===== src/rtl/pw_pkg.sv =====
package pw_pkg;
  localparam int ADDR_W = 32;
  localparam int BIT_P  = 0;
  localparam int BIT_RW = 1;
  localparam int BIT_US = 2;
  localparam int BIT_A  = 5;
  localparam int BIT_D  = 6;

  typedef enum logic [1:0] {
    FC_NONE = 2'b00,
    FC_NP   = 2'b01,
    FC_PROT = 2'b10
  } faultCode_e;

  typedef enum logic {
    SEL_DIR = 1'b0,
    SEL_TBL = 1'b1
  } addrSel_e;

  typedef struct packed {
    logic       ldInputs;
    logic       ldPde;
    logic       ldPte;
    addrSel_e   addrSel;
    logic       finish;
    faultCode_e code;
  } pwStrobes_t;

  typedef struct packed {
    logic pdePresent;
    logic ptePresent;
    logic permOk;
    logic pdeNeedWb;
    logic pteNeedWb;
  } pwFlags_t;
endpackage


===== src/rtl/pw_ctrl.sv =====
module pw_ctrl
  import pw_pkg::*;
(
  input  logic       clk,
  input  logic       rstN,
  input  logic       start,
  input  logic       memAck,
  input  pwFlags_t   flags,
  output pwStrobes_t strb,
  output logic       memReq,
  output logic       memWe,
  output logic       done
);
  typedef enum logic [2:0] {
    ST_IDLE, ST_RD_DIR, ST_CHK_DIR, ST_RD_TBL, ST_CHK_TBL,
    ST_WB_DIR, ST_WB_TBL, ST_FIN
  } state_e;

  state_e     state, stateNext;
  faultCode_e faultQ, faultNext;

  always_comb begin
    stateNext     = state;
    faultNext     = faultQ;
    strb          = '0;
    strb.addrSel  = SEL_DIR;
    strb.code     = faultQ;
    memReq        = 1'b0;
    memWe         = 1'b0;
    case (state)
      ST_IDLE: begin
        if (start) begin
          strb.ldInputs = 1'b1;
          faultNext     = FC_NONE;
          stateNext     = ST_RD_DIR;
        end
      end
      ST_RD_DIR: begin
        memReq = 1'b1;
        if (memAck) begin
          strb.ldPde = 1'b1;
          stateNext  = ST_CHK_DIR;
        end
      end
      ST_CHK_DIR: begin
        if (!flags.pdePresent) begin
          faultNext = FC_NP;
          stateNext = ST_FIN;
        end else begin
          stateNext = ST_RD_TBL;
        end
      end
      ST_RD_TBL: begin
        memReq       = 1'b1;
        strb.addrSel = SEL_TBL;
        if (memAck) begin
          strb.ldPte = 1'b1;
          stateNext  = ST_CHK_TBL;
        end
      end
      ST_CHK_TBL: begin
        if (!flags.ptePresent) begin
          faultNext = FC_NP;
          stateNext = ST_FIN;
        end else if (!flags.permOk) begin
          faultNext = FC_PROT;
          stateNext = ST_FIN;
        end else if (flags.pdeNeedWb) begin
          stateNext = ST_WB_DIR;
        end else if (flags.pteNeedWb) begin
          stateNext = ST_WB_TBL;
        end else begin
          stateNext = ST_FIN;
        end
      end
      ST_WB_DIR: begin
        memReq = 1'b1;
        memWe  = 1'b1;
        if (memAck) stateNext = flags.pteNeedWb ? ST_WB_TBL : ST_FIN;
      end
      ST_WB_TBL: begin
        memReq       = 1'b1;
        memWe        = 1'b1;
        strb.addrSel = SEL_TBL;
        if (memAck) stateNext = ST_FIN;
      end
      ST_FIN: begin
        strb.finish = 1'b1;
        stateNext   = ST_IDLE;
      end
      default: stateNext = ST_IDLE;
    endcase
  end

  always_ff @(posedge clk) begin
    if (!rstN) begin
      state  <= ST_IDLE;
      faultQ <= FC_NONE;
      done   <= 1'b0;
    end else begin
      state  <= stateNext;
      faultQ <= faultNext;
      done   <= (state == ST_FIN);
    end
  end
endmodule


===== src/rtl/pw_dpath.sv =====
module pw_dpath
  import pw_pkg::*;
#(
  parameter int DIR_BITS = 10,
  parameter int TBL_BITS = 10
) (
  input  logic              clk,
  input  logic              rstN,
  input  pwStrobes_t        strb,
  input  logic [ADDR_W-1:0] linAddr,
  input  logic              isWrite,
  input  logic              isUser,
  input  logic [ADDR_W-1:0] dirBase,
  input  logic [ADDR_W-1:0] memRData,
  output pwFlags_t          flags,
  output logic [ADDR_W-1:0] memAddr,
  output logic [ADDR_W-1:0] memWData,
  output logic              fault,
  output logic [1:0]        faultCode,
  output logic [ADDR_W-1:0] physAddr
);
  localparam int OFF_BITS = ADDR_W - DIR_BITS - TBL_BITS;
  localparam int FRM_BITS = ADDR_W - OFF_BITS;
  localparam int IDX_PAD  = ADDR_W - 2;

  logic [ADDR_W-1:0] laQ, baseQ, pdeQ, pteQ;
  logic              wrQ, userQ;
  logic [ADDR_W-1:0] dirAddr, tblAddr, pdeNew, pteNew;
  logic [DIR_BITS-1:0] dirIdx;
  logic [TBL_BITS-1:0] tblIdx;
  logic [OFF_BITS-1:0] pageOff;

  assign dirIdx  = laQ[ADDR_W-1 -: DIR_BITS];
  assign tblIdx  = laQ[OFF_BITS +: TBL_BITS];
  assign pageOff = laQ[OFF_BITS-1:0];

  assign dirAddr = baseQ + {IDX_PAD'(dirIdx), 2'b00};
  assign tblAddr = {pdeQ[ADDR_W-1:OFF_BITS], OFF_BITS'(0)} + {IDX_PAD'(tblIdx), 2'b00};

  always_comb begin
    pdeNew = pdeQ;
    pdeNew[BIT_A] = 1'b1;
    pteNew = pteQ;
    pteNew[BIT_A] = 1'b1;
    if (wrQ) pteNew[BIT_D] = 1'b1;
  end

  always_comb begin
    flags.pdePresent = pdeQ[BIT_P];
    flags.ptePresent = pteQ[BIT_P];
    flags.permOk     = !userQ ||
                       (pdeQ[BIT_US] && pteQ[BIT_US] &&
                        (!wrQ || (pdeQ[BIT_RW] && pteQ[BIT_RW])));
    flags.pdeNeedWb  = (pdeNew != pdeQ);
    flags.pteNeedWb  = (pteNew != pteQ);
  end

  assign memAddr  = (strb.addrSel == SEL_TBL) ? tblAddr : dirAddr;
  assign memWData = (strb.addrSel == SEL_TBL) ? pteNew  : pdeNew;

  always_ff @(posedge clk) begin
    if (!rstN) begin
      laQ       <= '0;
      baseQ     <= '0;
      wrQ       <= 1'b0;
      userQ     <= 1'b0;
      pdeQ      <= '0;
      pteQ      <= '0;
      fault     <= 1'b0;
      faultCode <= 2'b00;
      physAddr  <= '0;
    end else begin
      if (strb.ldInputs) begin
        laQ   <= linAddr;
        baseQ <= dirBase;
        wrQ   <= isWrite;
        userQ <= isUser;
      end
      if (strb.ldPde) pdeQ <= memRData;
      if (strb.ldPte) pteQ <= memRData;
      if (strb.finish) begin
        fault     <= (strb.code != FC_NONE);
        faultCode <= strb.code;
        physAddr  <= (strb.code == FC_NONE) ?
                     {pteQ[ADDR_W-1 -: FRM_BITS], pageOff} : '0;
      end
    end
  end
endmodule


===== src/rtl/pageWalker.sv =====
module pageWalker
  import pw_pkg::*;
#(
  parameter int DIR_BITS = 10,
  parameter int TBL_BITS = 10
) (
  input  logic        clk,
  input  logic        rstN,
  input  logic        start,
  input  logic [31:0] linAddr,
  input  logic        isWrite,
  input  logic        isUser,
  input  logic [31:0] dirBase,
  output logic        memReq,
  output logic        memWe,
  output logic [31:0] memAddr,
  output logic [31:0] memWData,
  input  logic        memAck,
  input  logic [31:0] memRData,
  output logic        done,
  output logic        fault,
  output logic [1:0]  faultCode,
  output logic [31:0] physAddr
);
  pwStrobes_t strb;
  pwFlags_t   flags;

  pw_ctrl u_ctrl (
    .clk    (clk),
    .rstN   (rstN),
    .start  (start),
    .memAck (memAck),
    .flags  (flags),
    .strb   (strb),
    .memReq (memReq),
    .memWe  (memWe),
    .done   (done)
  );

  pw_dpath #(
    .DIR_BITS (DIR_BITS),
    .TBL_BITS (TBL_BITS)
  ) u_dpath (
    .clk       (clk),
    .rstN      (rstN),
    .strb      (strb),
    .linAddr   (linAddr),
    .isWrite   (isWrite),
    .isUser    (isUser),
    .dirBase   (dirBase),
    .memRData  (memRData),
    .flags     (flags),
    .memAddr   (memAddr),
    .memWData  (memWData),
    .fault     (fault),
    .faultCode (faultCode),
    .physAddr  (physAddr)
  );
endmodule


===== config.mk =====
export PLATFORM = sky130hd
export DESIGN_NAME = pageWalker
export DESIGN_NICKNAME = d
export VERILOG_FILES = /design/src/rtl/pw_pkg.sv /design/src/rtl/pw_ctrl.sv /design/src/rtl/pw_dpath.sv /design/src/rtl/pageWalker.sv
export SDC_FILE = /design/constraint.sdc
export NUM_CORES = 1
export LEC_CHECK = 0
export ABC_AREA = 1
export BUFFER_PORTS_ARGS = -buffer_cell sky130_fd_sc_hd__buf_2
export CAP_MARGIN = 0
export CORE_MARGIN = 4
export CORE_UTILIZATION = 50
export CTS_CLUSTER_SIZE = 12
export DETAILED_ROUTE_END_ITERATION = 8
export PLACE_DENSITY = 0.82
export SLEW_MARGIN = 20
export SYNTH_ARGS = -nofsm -noshare
export SYNTH_HDL_FRONTEND = slang
export SYNTH_SLANG_ARGS = --single-unit

===== constraint.sdc =====
create_clock -name clk -period 2.55 [get_ports clk]
set_input_delay 0.51 -clock clk [delete_from_list [all_inputs] [get_ports clk]]
set_output_delay 0.51 -clock clk [all_outputs]
set_load 0.02 [all_outputs]

### Word-level counts from Yosys, hierarchy flattened

Index checks and enable logic that the tools add are counted.

| word-level totals | value |
|---|---|
| bits in registers | 171 |
| input port bits | 102 |

| cells by class | value |
|---|---|
| add/sub/neg operators | 2 |
| muxes and demuxes | 29 |
| reduce and logical (&&, ||, !) cells | 16 |
| equality and inequality tests | 15 |

Operators by type and width:

| operator | number |
|---|---|
| 2-to-1 mux 32 bit | 3 |
| adder 32 x 12 -> 32 bit | 2 |
| 2-to-1 mux 3 bit | 9 |
| one-hot mux 3 bit (8 select lines) | 1 |
| == test 3 bit, second input constant | 4 |
| != test 2 bit, second input constant | 6 |
| 2-to-1 mux 1 bit | 11 |
| 2-to-1 mux 2 bit | 4 |
| == test 3 x 2 -> 1 bit, second input constant | 2 |
| one-hot mux 2 bit (3 select lines) | 1 |
| AND reduction 5 bit | 1 |
| AND reduction 4 bit | 1 |
| OR reduction 2 bit | 2 |
| OR reduction 4 bit | 1 |
| == test 3 x 1 -> 1 bit, second input constant | 1 |
| logical AND 1 bit | 3 |
| logical NOT 3 bit | 1 |
| != test 3 bit, second input constant | 1 |
| nonzero test 3 bit | 1 |
| logical NOT 1 bit | 2 |
| logical NOT 2 bit | 1 |
| logical OR 1 bit | 2 |
| != test 2 bit | 1 |
| nonzero test 2 bit | 1 |

### Logic depth before layout (Yosys ltp)

| logic depth | value |
|---|---|
| depth after elaboration | 7 |
| mapped depth | 13 |
| depth with buffers taken out | 13 |

### Hierarchy

From an unflattened synthesis, not the netlist that was laid out.

| unflattened totals | value |
|---|---|
| cells, all modules | 1227 |
| area, all modules | 8080.2 um^2 |

By module, submodules not included:

| module | cells each | instances | seq. area each (um^2) | area each (um^2) |
|---|---|---|---|---|
| pw_dpath | 1152 | 1 | 3303.2 | 7628.6 |
| pw_ctrl | 75 | 1 | 120.1 | 451.7 |

### Worst setup path after synthesis

No wires, ideal clock.

| timing path | value |
|---|---|
| path kind | reg-to-output |
| from | reg u_dpath.baseQ[2] |
| to | out memAddr[8] |
| slack | 0.210 ns |
| buffers on the path | 0 |
| arrival time | 1.830 ns |
| cell stages (with the launch flop) | 9 |
| path through | dfxtp_1 > ha_1 > fa_1 > nand3_1 > nand2_1 > nand2_1 > nand2_1 > xnor2_1 > o21ai_0 |

| on the way | value |
|---|---|
| word-level cells in the longest chain between the ends | 2 |

RTL lines:

| what | line | text |
|---|---|---|
| from (decl) | pw_dpath.sv:26 | `logic [ADDR_W-1:0] laQ, baseQ, pdeQ, pteQ;` |
| from (signal assigned) | pw_dpath.sv:75 | `baseQ <= dirBase;` |
| adder 32 x 12 -> 32 bit | pw_dpath.sv:37 | `assign dirAddr = baseQ + {IDX_PAD'(dirIdx), 2'b00};` |
| 2-to-1 mux 32 bit | pw_dpath.sv:58 | `assign memAddr = (strb.addrSel == SEL_TBL) ? tblAddr : dirAddr;` |
| to (decl) | pageWalker.sv:16 | `output logic [31:0] memAddr,` |

Every way passes these cells.

### Worst setup path in the final report

| timing path | value |
|---|---|
| from | reg u_dpath.laQ[22] |
| to | out memAddr[24] |

| on the way | value |
|---|---|
| word-level cells in the longest chain between the ends | 2 |

RTL lines:

| what | line | text |
|---|---|---|
| from (decl) | pw_dpath.sv:26 |  |
| from (signal assigned) | pw_dpath.sv:74 | `laQ <= linAddr;` |
| adder 32 x 12 -> 32 bit | pw_dpath.sv:37 |  |
| 2-to-1 mux 32 bit | pw_dpath.sv:58 |  |

Every way passes these cells.

==> run_results.csv <==
group,metric,value,unit
die,die_w,134,um
detailed_routing,drc_errors,0,
global_routing,antenna_found_initial,7,
synth,yosys_warnings,0,
clock_tree,cts_buffers,17,
detailed_routing,postRouteAntennaNets,0,
synth,synth-seq-cells,171,
clock_tree,htreeDepth,4,
power,p_sw,4.23,mW
place,gp_congestion,0.913,
detailed_routing,drt-total-wl,24.9,mm
global_routing,busiest_layer,"met2",
timing,timing.final.crit_share,110,%
power,cellInternalPower,6.55,mW
timing,drv_slew,0,
power,combPwrFrac,39.8,%
die,dieArea,18100,um^2
synth,netlist_area,7990,um^2
setup_path,cp_top_family,"simple AND/OR/NAND/NOR gates",
synth,synth_top_area_share,42.9,%
setup_path,worstSetupEndpointType,"primary output",
run,maxCapViolCount,0,
setup_path,crit_chain,"ha_4 > fa_2 > nand3_2 > nand2_4 > nand2_2 > nand2_2 > buf_6 > nand3b_1 > nand2_1 > nand2_1 > nand2_1 > nand2_1 > nand2_1 > buf_6",
timing,hold_viol,0,
setup_path,path_common_cell,"nand2_1",
synth,syn-num-nets,1302,
global_routing,grt_use_met3,7.28,%
die,core,15400,um^2
timing,clock.fmax,356,MHz
synth,synthTopCellsByArea,"dfxtp_1 43%, nand2_1 14%, o21ai_0 9.0%",
clock_tree,clock_latency,0.43,ns
synth,synthCells,1189,
cells_and_area,area_delta_synth_final,32.1,%
power,worst_ir_drop_vdd,659,uV
die,start_util,51.8,%
clock_tree,hold_buffers,0,
cells_and_area,mostFrequentLayoutCells,"271 x nand2_1, 176 x buf_2, 152 x dfxtp_1, 147 x nor2_1, 134 x o21ai_0",
setup_path,worstPathMaxFanout,3,
setup_path,critPathLaunchType,"flop",
global_routing,grt_max_degree,133,
hold_path,hold_path.class,"input port to flop",
global_routing,grt.met1_usage,32.2,%
setup_path,cpPeakStageDelay,0.38,ns
global_routing,grtUsageMet2,42.2,%
detailed_routing,dr.pass1.iters,8,
detailed_routing,drtIter0Drc,631,
timing,post-route-min-period,2.81,ns
setup_path,cp.arrival,2.30,ns
timing,tightest_slew,0.810,ns
clock_tree,cts_tree,"done",
place,dp_hpwl,16.0,mm
power,clockPowerShare,26.0,%
timing,tns,-2.95,ns
global_routing,grt_pass1_vias,7759,
setup_path,crit_required,2.04,ns
synth,yosysUniqueCellTypes,33,
detailed_routing,wire_per_inst,15.6,um
clock_tree,clock-sinks,171,
clock_tree,root_buffer,"clkbuf_16",
cells_and_area,final_nets,1487,
detailed_routing,viasPerCell,5.32,
cells_and_area,drive_above_1_share,28.9,%
timing,max_slew_margin,46.0,%
cells_and_area,layout_commonest_cell,"nand2_1",
timing,whs,0.307,ns
die,ios,204,
status,violations,"negative setup slack",
global_routing,grt_util_all_layers,25.6,%
die,die-height,134,um
synth,yosysSeqAreaShare,42.9,%
timing,setup_ws,-0.263,ns
power,seq_power_share,34.3,%
setup_path,crit_buf_inv,2,
timing,skew,0.00865,ns
power,p_leak,4.90,nW
global_routing,grt_pass1_wl,37.8,mm
synth,synth_area_per_cell,6.72,um^2
timing,setup_viol,23,
cells_and_area,num-fill-cells,1286,
status,status,"complete, but fails checks",
setup_path,crit_type,"flop to primary output",
setup_path,worst_path_max_delay_cell,"fa_2",
global_routing,grt_overflow,0,
clock_tree,clock_path_buffers,2,
cells_and_area,final_cells,1599,
detailed_routing,dr_total_vias,8506,
place,port-buffer-count,202,
timing,rsz0062_at_grt,"true",
die,rows,45,
clock_tree,path_clk_slew,0.07,ns
power,switching_share,39.3,%
place,dpl.cell_count,1553,
synth,yosys.area.top_type,"dfxtp_1",
power,p_per_area,1020,nW/um^2
[cell usage after synthesis]
cell type,n
a21oi_1,109
a21oi_2,10
a31oi_1,3
and2_1,2
buf_1,3
buf_2,16
buf_4,2
buf_6,3
clkbuf_1,40
conb_1,1
dfxtp_1,171
fa_1,1
ha_1,10
inv_1,105
inv_2,7
nand2_1,308
nand2_2,12
nand3_1,47
nand3_2,1
nand3b_1,1
nand4_1,6
nor2_1,155
nor2_2,1
nor2_4,1
nor3_1,10
nor3_2,1
nor3_4,1
nor3b_1,1
o2111ai_1,1
o21ai_0,143
o21ai_1,9
o22ai_1,2
xnor2_1,6
[layer usage]
layer	vias to the layer above	part of all wire [%]
met5	-	0.23
met4	12	2.5
met3	52	8.6
met2	367	48
met1	3903	40
li1	4172	-
[path summary, 6_finish.rpt]
kind | from | to | slack (ns) | cells after the start
max | u_dpath.laQ[22] | memAddr[24] | -0.26 | 14
max reg2reg | u_ctrl.state[2] | u_dpath.physAddr[12] | 0.46 | 8
min | memRData[6] | u_dpath.pdeQ[6] | 0.31 | 3
min reg2reg | u_dpath.userQ | u_dpath.userQ | 0.44 | 2
[tightest hold or removal path, cell delays in order]
cell and delay (ns):
buf_2 0.08, nor2_1 0.04, nor2_1 0.08
[metrics by stage]
step                worst slack (ns)  power, mW  instance area (um^2)  util [%]
finish                        -0.263       10.8                 10600      68.4
global route                  -0.370       11.3                 10600      68.4
CTS                           -0.262       10.4                 10300      66.7
detailed placement            0.0121       7.10                  9140      59.2
global placement              0.0492       7.06                  9140      59.2
floorplan                      0.210       5.95                  7990         -
[area by class of cell]
| class | instances | area [um^2] | share of cell area [%] |
|---|---|---|---|
| multi-input cells | 842 | 4340 | 41.1 |
| flip-flops and latches | 171 | 3450 | 32.7 |
| repair buffers | 229 | 1420 | 13.4 |
| clock buffers | 19 | 443 | 4.20 |
| inverters | 112 | 433 | 4.10 |
| well taps | 211 | 264 | 2.50 |
| clock inverters | 13 | 189 | 1.79 |
| repair inverters | 1 | 8.76 | 0.0830 |
| diodes | 1 | 2.50 | 0.0237 |
[logic make-up (layout without fill, tap and decap cells)]
| kind of cell | count (synthesis) | count (layout) | synth area share, % |
|---|---|---|---|
| and+or+nand+nor | 547 | 547 | 27.8 |
| buffers and inverters | 176 | 374 | 8.90 |
| xor gates and xnor gates | 6 | 6 | 0.658 |
| adders and majority gates | 11 | 11 | 1.82 |
| other | 1 | 2 | 0.0470 |
| DFF | 171 | 171 | 42.9 |
| AOI/OAI and AO/OA | 277 | 277 | 18.0 |
[repair_timing]
action,CTS,global route
gates cloned,1,3
setup buffers,4,6
gates resized for setup,128,55
pin swaps,24,22
setup endpoints to repair,53,60
[power groups by stage]
stage	logic [mW]	registers (mW)	clock network, mW
global placement	3.42	3.63	0
global route	4.67	3.75	2.93
CTS	3.90	3.65	2.81
floorplan	2.40	3.55	0
finish	4.29	3.69	2.80
detailed placement	3.45	3.65	0
[state kept, by name (all words and copies together) (netlist names)]
| name | count |
|---|---|
| u_dpath.wrQ | 1 |
| u_dpath.userQ | 1 |
| u_dpath.pteQ | 32 |
| u_ctrl.state | 3 |
| u_dpath.pdeQ | 32 |
| u_dpath.physAddr | 32 |
| u_ctrl.done | 1 |
| u_dpath.baseQ | 32 |
| u_ctrl.faultQ | 2 |
| u_dpath.fault | 1 |
| u_dpath.laQ | 32 |
| u_dpath.faultCode | 2 |
No activity file was read; power rests on OpenSTA's default activity.
